<file path="src/rtl/extclk_ser_tx_pkg.sv">
package extclk_ser_tx_pkg;
  // strobes from control to datapath
  typedef struct packed {
    logic load;   // move holding word into shift register
    logic shift;  // advance shift register by one bit
    logic clear;  // return shift register to idle
  } txStrobe_t;
endpackage

</file>
<file path="src/rtl/extclk_ck_sync.sv">
module extclk_ck_sync #(
  parameter int SYNC_STAGES = 2
) (
  input  logic clk,
  input  logic rstN,
  input  logic ckIn,
  output logic fallPulse
);
  localparam int CHAIN_W = SYNC_STAGES + 1;

  logic [CHAIN_W-1:0] chain;

  // idle level of the external clock is high
  always_ff @(posedge clk or negedge rstN) begin
    if (!rstN) chain <= '1;
    else       chain <= {chain[CHAIN_W-2:0], ckIn};
  end

  assign fallPulse = chain[CHAIN_W-1] & ~chain[CHAIN_W-2];
endmodule

</file>
<file path="src/rtl/extclk_tx_ctrl.sv">
module extclk_tx_ctrl
  import extclk_ser_tx_pkg::*;
#(
  parameter int DATA_W = 8
) (
  input  logic      clk,
  input  logic      rstN,
  input  logic      portEn,
  input  logic      txEn,
  input  logic      fallPulse,
  input  logic      holdFull,
  input  logic      holdNine,
  output txStrobe_t st
);
  localparam int CNT_W = $clog2(DATA_W + 1);

  logic             busy;
  logic             curNine;
  logic [CNT_W-1:0] bitCnt;
  logic [CNT_W-1:0] lastIdx;
  logic             enable;
  logic             lastFall;

  assign enable   = portEn & txEn;
  assign lastIdx  = curNine ? CNT_W'(DATA_W) : CNT_W'(DATA_W - 1);
  assign lastFall = busy & fallPulse & (bitCnt == lastIdx);

  always_comb begin
    st.clear = ~enable;
    st.load  = enable & holdFull & (~busy | lastFall);
    st.shift = enable & busy & fallPulse & ~st.load;
  end

  always_ff @(posedge clk or negedge rstN) begin
    if (!rstN) begin
      busy    <= 1'b0;
      curNine <= 1'b0;
      bitCnt  <= '0;
    end else if (st.clear) begin
      busy    <= 1'b0;
      bitCnt  <= '0;
    end else if (st.load) begin
      busy    <= 1'b1;
      curNine <= holdNine;
      bitCnt  <= '0;
    end else if (st.shift) begin
      if (lastFall) begin
        busy   <= 1'b0;
        bitCnt <= '0;
      end else begin
        bitCnt <= bitCnt + 1'b1;
      end
    end
  end

  // the bit counter never runs past the word length
  p_count_bound_r4: assert property (@(posedge clk) disable iff (!rstN)
    busy |-> (bitCnt <= lastIdx));

  // nothing stays busy once transmit is disabled
  p_idle_after_off_r8: assert property (@(posedge clk) disable iff (!rstN)
    !enable |=> !busy);
endmodule

</file>
<file path="src/rtl/extclk_tx_dpath.sv">
module extclk_tx_dpath
  import extclk_ser_tx_pkg::*;
#(
  parameter int DATA_W = 8
) (
  input  logic              clk,
  input  logic              rstN,
  input  logic              portEn,
  input  logic              wrStrobe,
  input  logic [DATA_W-1:0] wrData,
  input  logic              wrNine,
  input  logic              wrBit9,
  input  txStrobe_t         st,
  output logic              holdFull,
  output logic              holdNine,
  output logic              dtOut
);
  localparam int SR_W = DATA_W + 1;

  logic [DATA_W-1:0] holdData;
  logic              holdBit9;
  logic [SR_W-1:0]   shiftReg;
  logic              wrAccept;

  assign wrAccept = wrStrobe & portEn;

  // holding register
  always_ff @(posedge clk or negedge rstN) begin
    if (!rstN) begin
      holdFull <= 1'b0;
      holdData <= '0;
      holdNine <= 1'b0;
      holdBit9 <= 1'b0;
    end else if (!portEn) begin
      holdFull <= 1'b0;
    end else begin
      holdFull <= wrAccept | (holdFull & ~st.load);
      if (wrAccept) begin
        holdData <= wrData;
        holdNine <= wrNine;
        holdBit9 <= wrBit9;
      end
    end
  end

  // shift register, ones fill in behind the data so the line idles high
  always_ff @(posedge clk or negedge rstN) begin
    if (!rstN)         shiftReg <= '1;
    else if (st.clear) shiftReg <= '1;
    else if (st.load)  shiftReg <= {holdNine ? holdBit9 : 1'b1, holdData};
    else if (st.shift) shiftReg <= {1'b1, shiftReg[SR_W-1:1]};
  end

  assign dtOut = shiftReg[0];

  // a waiting word stays until the control loads it
  p_held_until_load_r5: assert property (@(posedge clk) disable iff (!rstN)
    (holdFull && !st.load && portEn) |=> holdFull);

  // port disable empties the holding register
  p_port_off_empties_r9: assert property (@(posedge clk) disable iff (!rstN)
    !portEn |=> !holdFull);

  // the line returns to idle when disabled
  p_line_idle_off_r8: assert property (@(posedge clk) disable iff (!rstN)
    st.clear |=> dtOut);

  // the line only moves on a load or a shift
  p_line_moves_on_strobe_r3: assert property (@(posedge clk) disable iff (!rstN)
    (!st.clear && !st.load && !st.shift) |=> $stable(dtOut));
endmodule

</file>
<file path="src/rtl/extclk_ser_tx.sv">
module extclk_ser_tx
  import extclk_ser_tx_pkg::*;
#(
  parameter int DATA_W      = 8,
  parameter int SYNC_STAGES = 2
) (
  input  logic              clk,
  input  logic              rstN,
  input  logic              ckIn,
  input  logic              portEn,
  input  logic              txEn,
  input  logic              wrStrobe,
  input  logic [DATA_W-1:0] wrData,
  input  logic              wrNine,
  input  logic              wrBit9,
  input  logic              intEn,
  output logic              dtOut,
  output logic              bufEmpty,
  output logic              txIrq
);
  logic      fallPulse;
  logic      holdFull;
  logic      holdNine;
  txStrobe_t st;

  extclk_ck_sync #(.SYNC_STAGES(SYNC_STAGES)) uSync (
    .clk(clk), .rstN(rstN), .ckIn(ckIn), .fallPulse(fallPulse)
  );

  extclk_tx_ctrl #(.DATA_W(DATA_W)) uCtrl (
    .clk(clk), .rstN(rstN), .portEn(portEn), .txEn(txEn),
    .fallPulse(fallPulse), .holdFull(holdFull), .holdNine(holdNine), .st(st)
  );

  extclk_tx_dpath #(.DATA_W(DATA_W)) uDpath (
    .clk(clk), .rstN(rstN), .portEn(portEn), .wrStrobe(wrStrobe),
    .wrData(wrData), .wrNine(wrNine), .wrBit9(wrBit9), .st(st),
    .holdFull(holdFull), .holdNine(holdNine), .dtOut(dtOut)
  );

  assign bufEmpty = ~holdFull;
  assign txIrq    = intEn & bufEmpty;

  // no request without the enable
  p_irq_gated_r7: assert property (@(posedge clk) disable iff (!rstN)
    txIrq |-> intEn);
endmodule

</file>
<file path="config.mk">
export PLATFORM = sky130hd
export DESIGN_NAME = extclk_ser_tx
export DESIGN_NICKNAME = d
export VERILOG_FILES = /design/src/rtl/extclk_ser_tx_pkg.sv /design/src/rtl/extclk_ck_sync.sv /design/src/rtl/extclk_tx_ctrl.sv /design/src/rtl/extclk_tx_dpath.sv /design/src/rtl/extclk_ser_tx.sv
export SDC_FILE = /design/constraint.sdc
export NUM_CORES = 1
export LEC_CHECK = 0
export ABC_AREA = 0
export ABC_CLOCK_PERIOD_IN_PS = 2800
export BUFFER_PORTS_ARGS = -buffer_cell sky130_fd_sc_hd__buf_2
export CORE_MARGIN = 5
export CORE_UTILIZATION = 62
export CTS_BUF_LIST = sky130_fd_sc_hd__clkbuf_8
export DETAILED_ROUTE_END_ITERATION = 6
export PLACE_DENSITY_LB_ADDON = 0.1
export SETUP_SLACK_MARGIN = 0.4
export SKIP_CTS_REPAIR_TIMING = 1
export SLEW_MARGIN = 20
export SYNTH_ARGS = -nofsm -noshare
export SYNTH_HDL_FRONTEND = slang
export SYNTH_SLANG_ARGS = --single-unit
</file>
<file path="constraint.sdc">
create_clock -name clk -period 2.8 [get_ports clk]
set_clock_uncertainty 0.2 [all_clocks]
set_input_delay 0.56 -clock clk [delete_from_list [all_inputs] [get_ports clk]]
set_output_delay 0.56 -clock clk [all_outputs]
set_load 0.02 [all_outputs]
</file>
* After elaboration in Yosys (flattened, before gate mapping)
Cells that the tools add are included.
Word-level totals: register bits after elaboration 29, input port bits 17, output and inout port bits 3
Operators by class: add/subtract/negate cells 1, equal/unequal tests 3, multiplexer cells 14, bitwise logic cells 18, reductions and logical operators 3
Operators by type and width (count):
- $mux 9 | 3
- $mux 4 | 5
- $and 1x1->1 | 12
- $mux 1 | 6
- $ne 3x2->1 const B | 2
- $reduce_and 2->1 | 3
- $add 4x1->4 const B | 1
- $eq 4x4->1 | 1
- $not 1->1 | 4
- $or 1x1->1 | 2

* Longest topological paths before layout
Gate-level depths: netlist of run 1.
word-level depth 11, depth in mapped cells 5

* Modules after synthesis
Synthesis of run 1 repeated with hierarchy kept, for this count alone.
Unflattened totals: cell total of the unflattened synthesis 104, area, all modules 1337.5 µm²
Modules (own cells, without submodules):
- extclk_tx_dpath | times used 1, cells each 57, area each 845.8 µm²
- extclk_tx_ctrl | times used 1, cells each 41, area each 389.1 µm²
- extclk_ck_sync | times used 1, cells each 4, area each 92.6 µm²
- extclk_ser_tx | times used 1, cells each 2, area each 10.0 µm²

* Worst setup path after synthesis of run 1
No wires, ideal clock.
kind register to register, start point register uSync.chain[1], end point register uCtrl.curNine, library setup time 0.125 ns, arrival time 1.476 ns, data required time 2.475 ns, path slack 0.999 ns, stages on the path, launching flop included 5, path buffers 1, period minus slack after synthesis 1.801 ns, cell sequence dfstp_2 -> and3b_1 -> clkbuf_1 -> a31oi_4 -> mux2_4
On the way: longest elaborated chain between the ends 7
Ends and longest elaborated chain:
- start, declared | line extclk_ck_sync.sv:11 | logic [CHAIN_W-1:0] chain;
- start signal, assigned | line extclk_ck_sync.sv:16 | else chain <= {chain[CHAIN_W-2:0], ckIn};
- $not 1->1 | line extclk_ck_sync.sv:19 | assign fallPulse = chain[CHAIN_W-1] & ~chain[CHAIN_W-2];
- $and 1x1->1 | line extclk_ck_sync.sv:19
- $and 1x1->1 (2 in a row) | line extclk_tx_ctrl.sv:26 | assign lastFall = busy & fallPulse & (bitCnt == lastIdx);
- $or 1x1->1 | line extclk_tx_ctrl.sv:30 | st.load = enable & holdFull & (~busy | lastFall);
- $and 1x1->1 | line extclk_tx_ctrl.sv:30
- $reduce_and 2->1 (no source line)
- end signal, assigned | line extclk_tx_ctrl.sv:44 | curNine <= holdNine;
- end, declared | line extclk_tx_ctrl.sv:18 | logic curNine;
Every way passes these cells. A chain may end at the register's enable or synchronous reset.

* Final worst setup path of run 1
start point register uCtrl.bitCnt[0], end point register uCtrl.curNine
On the way: longest elaborated chain between the ends 5
Ends and longest elaborated chain:
- start, declared | line extclk_tx_ctrl.sv:19 | logic [CNT_W-1:0] bitCnt;
- start signal, assigned | line extclk_tx_ctrl.sv:51 | bitCnt <= bitCnt + 1'b1;
- $eq 4x4->1 | line extclk_tx_ctrl.sv:26
- $and 1x1->1 | line extclk_tx_ctrl.sv:26
- $or 1x1->1 | line extclk_tx_ctrl.sv:30
- $and 1x1->1 | line extclk_tx_ctrl.sv:30
- $reduce_and 2->1 (no source line)
Every way passes these cells.

==> out/qor.yml, run 1 <==
outcome: "finished, final reports clean"
via_per_inst: 5.92
grt_pass1_vias: 1012
drt_iter0_drc: 19
worstMarginPinSlew_ns: 0.622
dp_cells: 143
die_area_sq_um: 3150
rows: 16
crit_arrival_ns: 1.96
slew_headroom_pct: 58.3
synthFlopType: "dfrtp_1"
nFillCells: 138
power-per-cell-area_nw_per_um2: 591
design.core.area_sq_um: 2000
min_period_over_period_pct: 71.2
clock_latency_ns: 0.27
grt_pass1_wl_um: 4290
synth_fp_nets: 116
wl_um: 2490
finalHoldViolations: 0
crit_path_start_kind: "flip-flop"
drive_above_1_share_pct: 50.0
synth_cell_types: 34
yosysMostFrequentCell: "dfrtp_1"
post_layout_nonfiller_instances: 151
area_delta_synth_final_pct: 16.3
synth_common_cells: "dfrtp_1 (17), dfstp_2 (12), nand2b_1 (12)"
synth_top_cell_area_share_pct: 32.2
initial_core_util_pct: 66.0
synthArstFlopShare_pct: 100
period_minus_slack_ns: 1.99
clk_path_buf_depth: 2
cts_buffers: 5
synth_area_leader_cell: "dfrtp_1"
ios: 20
drt_first_pass_iters: 4
place_congestion: 0.786
critPathCaptureType: "flip-flop"
ys_ff_latch: 29
crit_slowest_cell: "dfrtp_1"
peakVddDrop_uv: 469
antenna_found_initial: 0
diodes: 0
ys_warn_count: 0
max_freq_mhz: 501
r2r-start: "uCtrl.bitCnt[0]"
final_antenna_net_count: 0
rsz0062_at_grt: "false"
grt_util_met3_pct: 8.12
p_leak_nw: 0.642
grt_usage_pct: 17.7
portBuffers: 19
use_met1_pct: 19.4
hp-class: "input pin to async pin"
busiest_layer: "met2"
synth_edf_count: 0
multiInputGateArea_sq_um: 573
routed-via-count: 894
syn-cell-area_sq_um: 1320
grt_start_max_net_pins: 30
worst-path-buf-inv: 0
ys_top_cells_by_area: "dfrtp_1 (32%), dfstp_2 (24%), mux2_2 (8.5%)"
ys_seq_area_share_pct: 56.1
crit_path_max_fanout: 10
worst-r2r-setup-slack_ns: 0.81
dp_hpwl_um: 1710
nets: 141
r2r_cells: 4
regArea_sq_um: 741
critPathKind: "flip-flop to flip-flop"
cp.required_ns: 2.76
path_cells: "nand3_2 -> o32ai_4 -> a31oi_4 -> mux2_4"
cts_root_buf: "clkbuf_8"
max_stage_delay_ns: 0.49
clk_pin_slew_worst_paths_ns: 0.06
finalSetupViolations: 0
fin_tns_setup_ns: 0
drc: 0
r2r_end: "uCtrl.curNine"
cts_num_sinks: 29
cap_violations: 0
cts_tree: "yes"
die_w_um: 56.2
cpLargestDelayFamily: "compound AO/OA/AOI/OAI gates"
grt_util_met2_pct: 29.2
wl_per_cell_um: 16.5
cts_max_level: 2
die-height_um: 56.2
avgSynthCellArea_sq_um: 13.5
fin_util_pct: 76.8
final_max_slew_viol_count: 0
syn_inst: 98
overflow: 0
==> through the flow <==
step / worst slack [ns] / area [sq um] / power (W) / hold slack (ns)
after floorplan: 0.999 / 1320 / 0.000538 / 0.0644
after global placement: 0.871 / 1450 / 0.000571 / 0.147
after detailed placement: 0.821 / 1450 / 0.000576 / 0.148
after CTS: 0.818 / 1540 / 0.000915 / 0.108
after global routing: 0.724 / 1540 / 0.000958 / 0.132
final: 0.805 / 1540 / 0.000909 / 0.0966
==> flip-flops by register name, summed over array words and instances, names as in the netlist <==
name             flops
uDpath.shiftReg      9
uDpath.holdData      8
uCtrl.bitCnt         4
uSync.chain          3
uCtrl.busy           1
uCtrl.curNine        1
uDpath.holdBit9      1
uDpath.holdFull      1
uDpath.holdNine      1
==> worst max path at each step <==
stage	start	endpoint	slack (ns)	cells after the start
finish	uCtrl.bitCnt[0]	uCtrl.curNine	0.81	4
floorplan	uSync.chain[1]	uCtrl.curNine	1.0	4
global placement	txEn	uCtrl.curNine	0.87	5
CTS	uSync.chain[1]	uDpath.shiftReg[5]	0.82	4
global route	uCtrl.bitCnt[0]	uCtrl.curNine	0.72	4
detailed placement	uSync.chain[1]	uDpath.shiftReg[5]	0.82	4
==> per-layer routing <==
layer / vias up / wire length (um) / share of wire [%]
li1: 419 / - / -
met1: 440 / 989 / 40
met2: 31 / 1310 / 53
met3: 4 / 167 / 6.7
met4: 0 / 17 / 0.68
met5: - / 0 / 0
==> placed cells by master, fill, tap and decap left out, drive strengths merged, types with 2 or more instances in the layout <==
cell type	Yosys	routed
buf	0	19
a211o	2	2
nor2	7	7
nand3	2	2
a21oi	2	2
mux2	11	11
nand2	4	4
o221a	8	8
dfstp	12	12
inv	1	3
dfrtp	17	17
nand2b	12	12
clkbuf	1	6
==> where the power goes <==
group | total (W) | internal [W] | switching, W | leakage [nW]
clock network | 0.000339 | 0.000193 | 0.000147 | 0.0538
registers | 0.000484 | 0.000459 | 0.0000251 | 0.338
logic | 0.0000852 | 0.0000460 | 0.0000393 | 0.250
==> final cells by class <==
class / count / area share, %
inverters: 1 / 0.244
clock buffers: 6 / 5.37
well taps: 27 / 2.20
flip-flops and latches: 29 / 48.2
multi-input cells: 67 / 37.3
repair buffers: 19 / 6.19
clock inverters: 2 / 0.489
==> kinds of logic after synthesis <==
logic type | count (synthesis) | synth area share [%]
AND/OR/NAND/NOR | 35 | 16.3
flip-flops | 29 | 56.1
AO/OA/AOI/OAI | 20 | 16.5
multiplexers | 11 | 9.66
buffers and inverters | 2 | 0.568
adder cells (fa/ha/maj) | 1 | 0.947
(Power assumes the default switching activity.)
==> inputs of run 2 (changes only) <==
- ABC_CLOCK_PERIOD_IN_PS: 2800 -> 1900
- CORE_UTILIZATION: 62 -> 58
- clock period: 2.8 -> 1.9 ns (I/O delays scaled with it)
==> run 2 against run 1 <==
Against the previous run:
- die area rose by 5.7%
- utilization increased by 2.7 points
- combinational power increased by 78%
- critical path depth is the same
- design area rose by 13%
- register-to-register slack worse by 0.71 ns
- total power rose by 67%
- via count grew 11%
- clock-buffer cell count stayed put
==> out/qor.yml, run 2 (synthesized netlist as in run 1, its figures left out) <==
peakVddDrop_uv: 842  # was 469 uV
r2r_cells: 4  # unchanged
finalHoldViolations: 0  # unchanged
mostFrequentLayoutCells: "buf_2 (16), dfrtp_1 (14), nand2b_1 (12), dfstp_2 (12), mux2_2 (10)"  # was buf_2 (19), dfrtp_1 (17), nand2b_1 (12), dfstp_2 (12), mux2_2 (10)
crit_end: "uCtrl.curNine"  # unchanged
portBuffers: 19  # unchanged
post_layout_nonfiller_instances: 166  # was 151
rsz0062_at_grt: "true"  # was false
worst-path-buf-inv: 1  # was 0
clock_latency_ns: 0.28  # was 0.27 ns
cts_num_sinks: 29  # unchanged
crit_path_max_fanout: 7  # was 10
critPathKind: "flip-flop to flip-flop"  # unchanged
clk_pin_slew_worst_paths_ns: 0.06  # about the same
cts_max_level: 2  # unchanged
dp_hpwl_um: 1940  # was 1710 um
crit_path_start_kind: "flip-flop"  # unchanged
cts_buffers: 5  # unchanged
drt_iter0_drc: 35  # was 19
wl_per_cell_um: 18.2  # was 16.5 um
cap_violations: 0  # unchanged
total_power_w: 0.00152  # was 0.000909 W
crit_slowest_cell: "dfrtp_1"  # unchanged
rows: 17  # was 16
cp.depth: 4  # unchanged
r2r-start: "uCtrl.bitCnt[3]"  # was uCtrl.bitCnt[0]
clk_path_buf_depth: 2  # unchanged
place_congestion: 0.738  # was 0.786
grt_start_max_net_pins: 30  # unchanged
routed-via-count: 994  # was 894
final_antenna_net_count: 0  # unchanged
r2r_end: "uCtrl.curNine"  # unchanged
reg_top3: "uDpath.shiftReg: 9 flops, uDpath.holdData: 8 flops, uCtrl.bitCnt: 4 flops"  # unchanged
nets: 155  # was 141
area_delta_synth_final_pct: 31.8  # was 16.3%
layout_commonest_cell: "buf_2"  # unchanged
antenna_found_initial: 0  # unchanged
ios: 20  # unchanged
path_cells: "buf_4 -> o32ai_4 -> a31oi_4 -> mux2_4"  # was nand3_2 -> o32ai_4 -> a31oi_4 -> mux2_4
power-per-cell-area_nw_per_um2: 873  # was 591 nW/um^2
crit_arrival_ns: 1.78  # was 1.96 ns
hp-class: "input pin to flip-flop"  # was input pin to async pin
drive_above_1_share_pct: 58.7  # was 50.0%
worstMarginPinSlew_ns: 0.619  # was 0.622 ns
critPathCaptureType: "flip-flop"  # unchanged
cpLargestDelayFamily: "compound AO/OA/AOI/OAI gates"  # unchanged
cp-startpoint: "uCtrl.bitCnt[3]"  # was uCtrl.bitCnt[0]
regMostFlops: "uDpath.shiftReg"  # unchanged
overflow: 0  # unchanged
worst-r2r-setup-slack_ns: 0.09  # was 0.81 ns
via_per_inst: 5.99  # was 5.92
die_area_sq_um: 3330  # was 3150 sq um
dp_cells: 149  # was 143
wl_um: 3020  # was 2490 um
outcome: "finished, final reports clean"  # unchanged
fin_util_pct: 79.5  # was 76.8%
max_stage_delay_ns: 0.41  # was 0.49 ns
drt_first_pass_iters: 4  # unchanged
drc: 0  # unchanged
initial_core_util_pct: 60.3  # was 66.0%
design.core.area_sq_um: 2190  # was 2000 sq um
fin_tns_setup_ns: 0  # unchanged
grt_usage_pct: 19.6  # was 17.7%
diodes: 0  # unchanged
slew_headroom_pct: 58.7  # was 58.3%
largest_register_ffs: 9  # unchanged
cts_tree: "yes"  # unchanged
max_freq_mhz: 553  # was 501 MHz
die-height_um: 57.7  # was 56.2 um
cp.required_ns: 1.87  # was 2.76 ns
placed_area_sq_um: 1490  # was 1450 sq um
final_max_slew_viol_count: 0  # unchanged
die_w_um: 57.7  # was 56.2 um
fin_area_sq_um: 1740  # was 1540 sq um
min_period_over_period_pct: 95.2  # was 71.2%
grt_pass1_vias: 1001  # was 1012
finalSetupViolations: 0  # unchanged
grt_pass1_wl_um: 4750  # was 4290 um
cts_root_buf: "clkbuf_8"  # unchanged
p_leak_nw: 0.725  # was 0.642 nW
period_minus_slack_ns: 1.81  # was 1.99 ns
[run 2: changes by cell type in the layout (fill, tap and decap cells not counted), sizes merged]
| cell | before | now |
|---|---|---|
| bufinv | 0 | 1 |
| dlygate4sd3 | 0 | 2 |
| a31oi | 1 | 2 |
| inv | 3 | 2 |
| buf | 19 | 30 |
[run 2: worst min path at each step]
stage                    from                 end  slack (ns)  cells past startpoint
6_report               wrBit9     uDpath.holdBit9        0.13                      2
5_1_grt             wrData[2]  uDpath.holdData[2]        0.12                      2
4_1_cts                  rstN     uCtrl.bitCnt[3]       -0.08                      1
3_5_place_dp   uSync.chain[0]      uSync.chain[1]        0.16                      0
3_3_place_gp   uSync.chain[1]      uSync.chain[2]        0.16                      0
2_1_floorplan            rstN     uCtrl.bitCnt[0]       -0.12                      0
[run 2: through the flow]
| step | worst slack, ns | hold WS, ns |
|---|---|---|
| after floorplan | 0.136 | -0.116 |
| after global placement | 0.0896 | 0.158 |
| after detailed placement | 0.0303 | 0.162 |
| after CTS | 0.0167 | -0.0791 |
| after global routing | 0.0328 | 0.115 |
| final | 0.0921 | 0.129 |
[run 2: power by group]
part / switching (W) / leakage [nW] / internal, W / total [W]
sequential: 0.0000441 / 0.334 / 0.000677 / 0.000721
combinational: 0.0000655 / 0.328 / 0.0000862 / 0.000152
clock: 0.000226 / 0.0626 / 0.000421 / 0.000648
[run 2: routing by layer]
metal | wire length, um | vias to the layer above | global-route usage [%]
li1 | - | 452 | -
met1 | 1170 | 490 | 21.5
met2 | 1560 | 37 | 32.3
met3 | 170 | 15 | 7.57
met4 | 113 | 0 | 11.3
met5 | 0 | - | 0
[run 2: cell type report]
class / count / area [sq um]
clock buffer: 6 / 82.6
sequential: 29 / 744
multi-input combinational: 68 / 609
fill: 141 / 449
clock inverter: 2 / 33.8
tap: 28 / 35.0
timing repair buffer: 32 / 233
inverter: 1 / 3.75
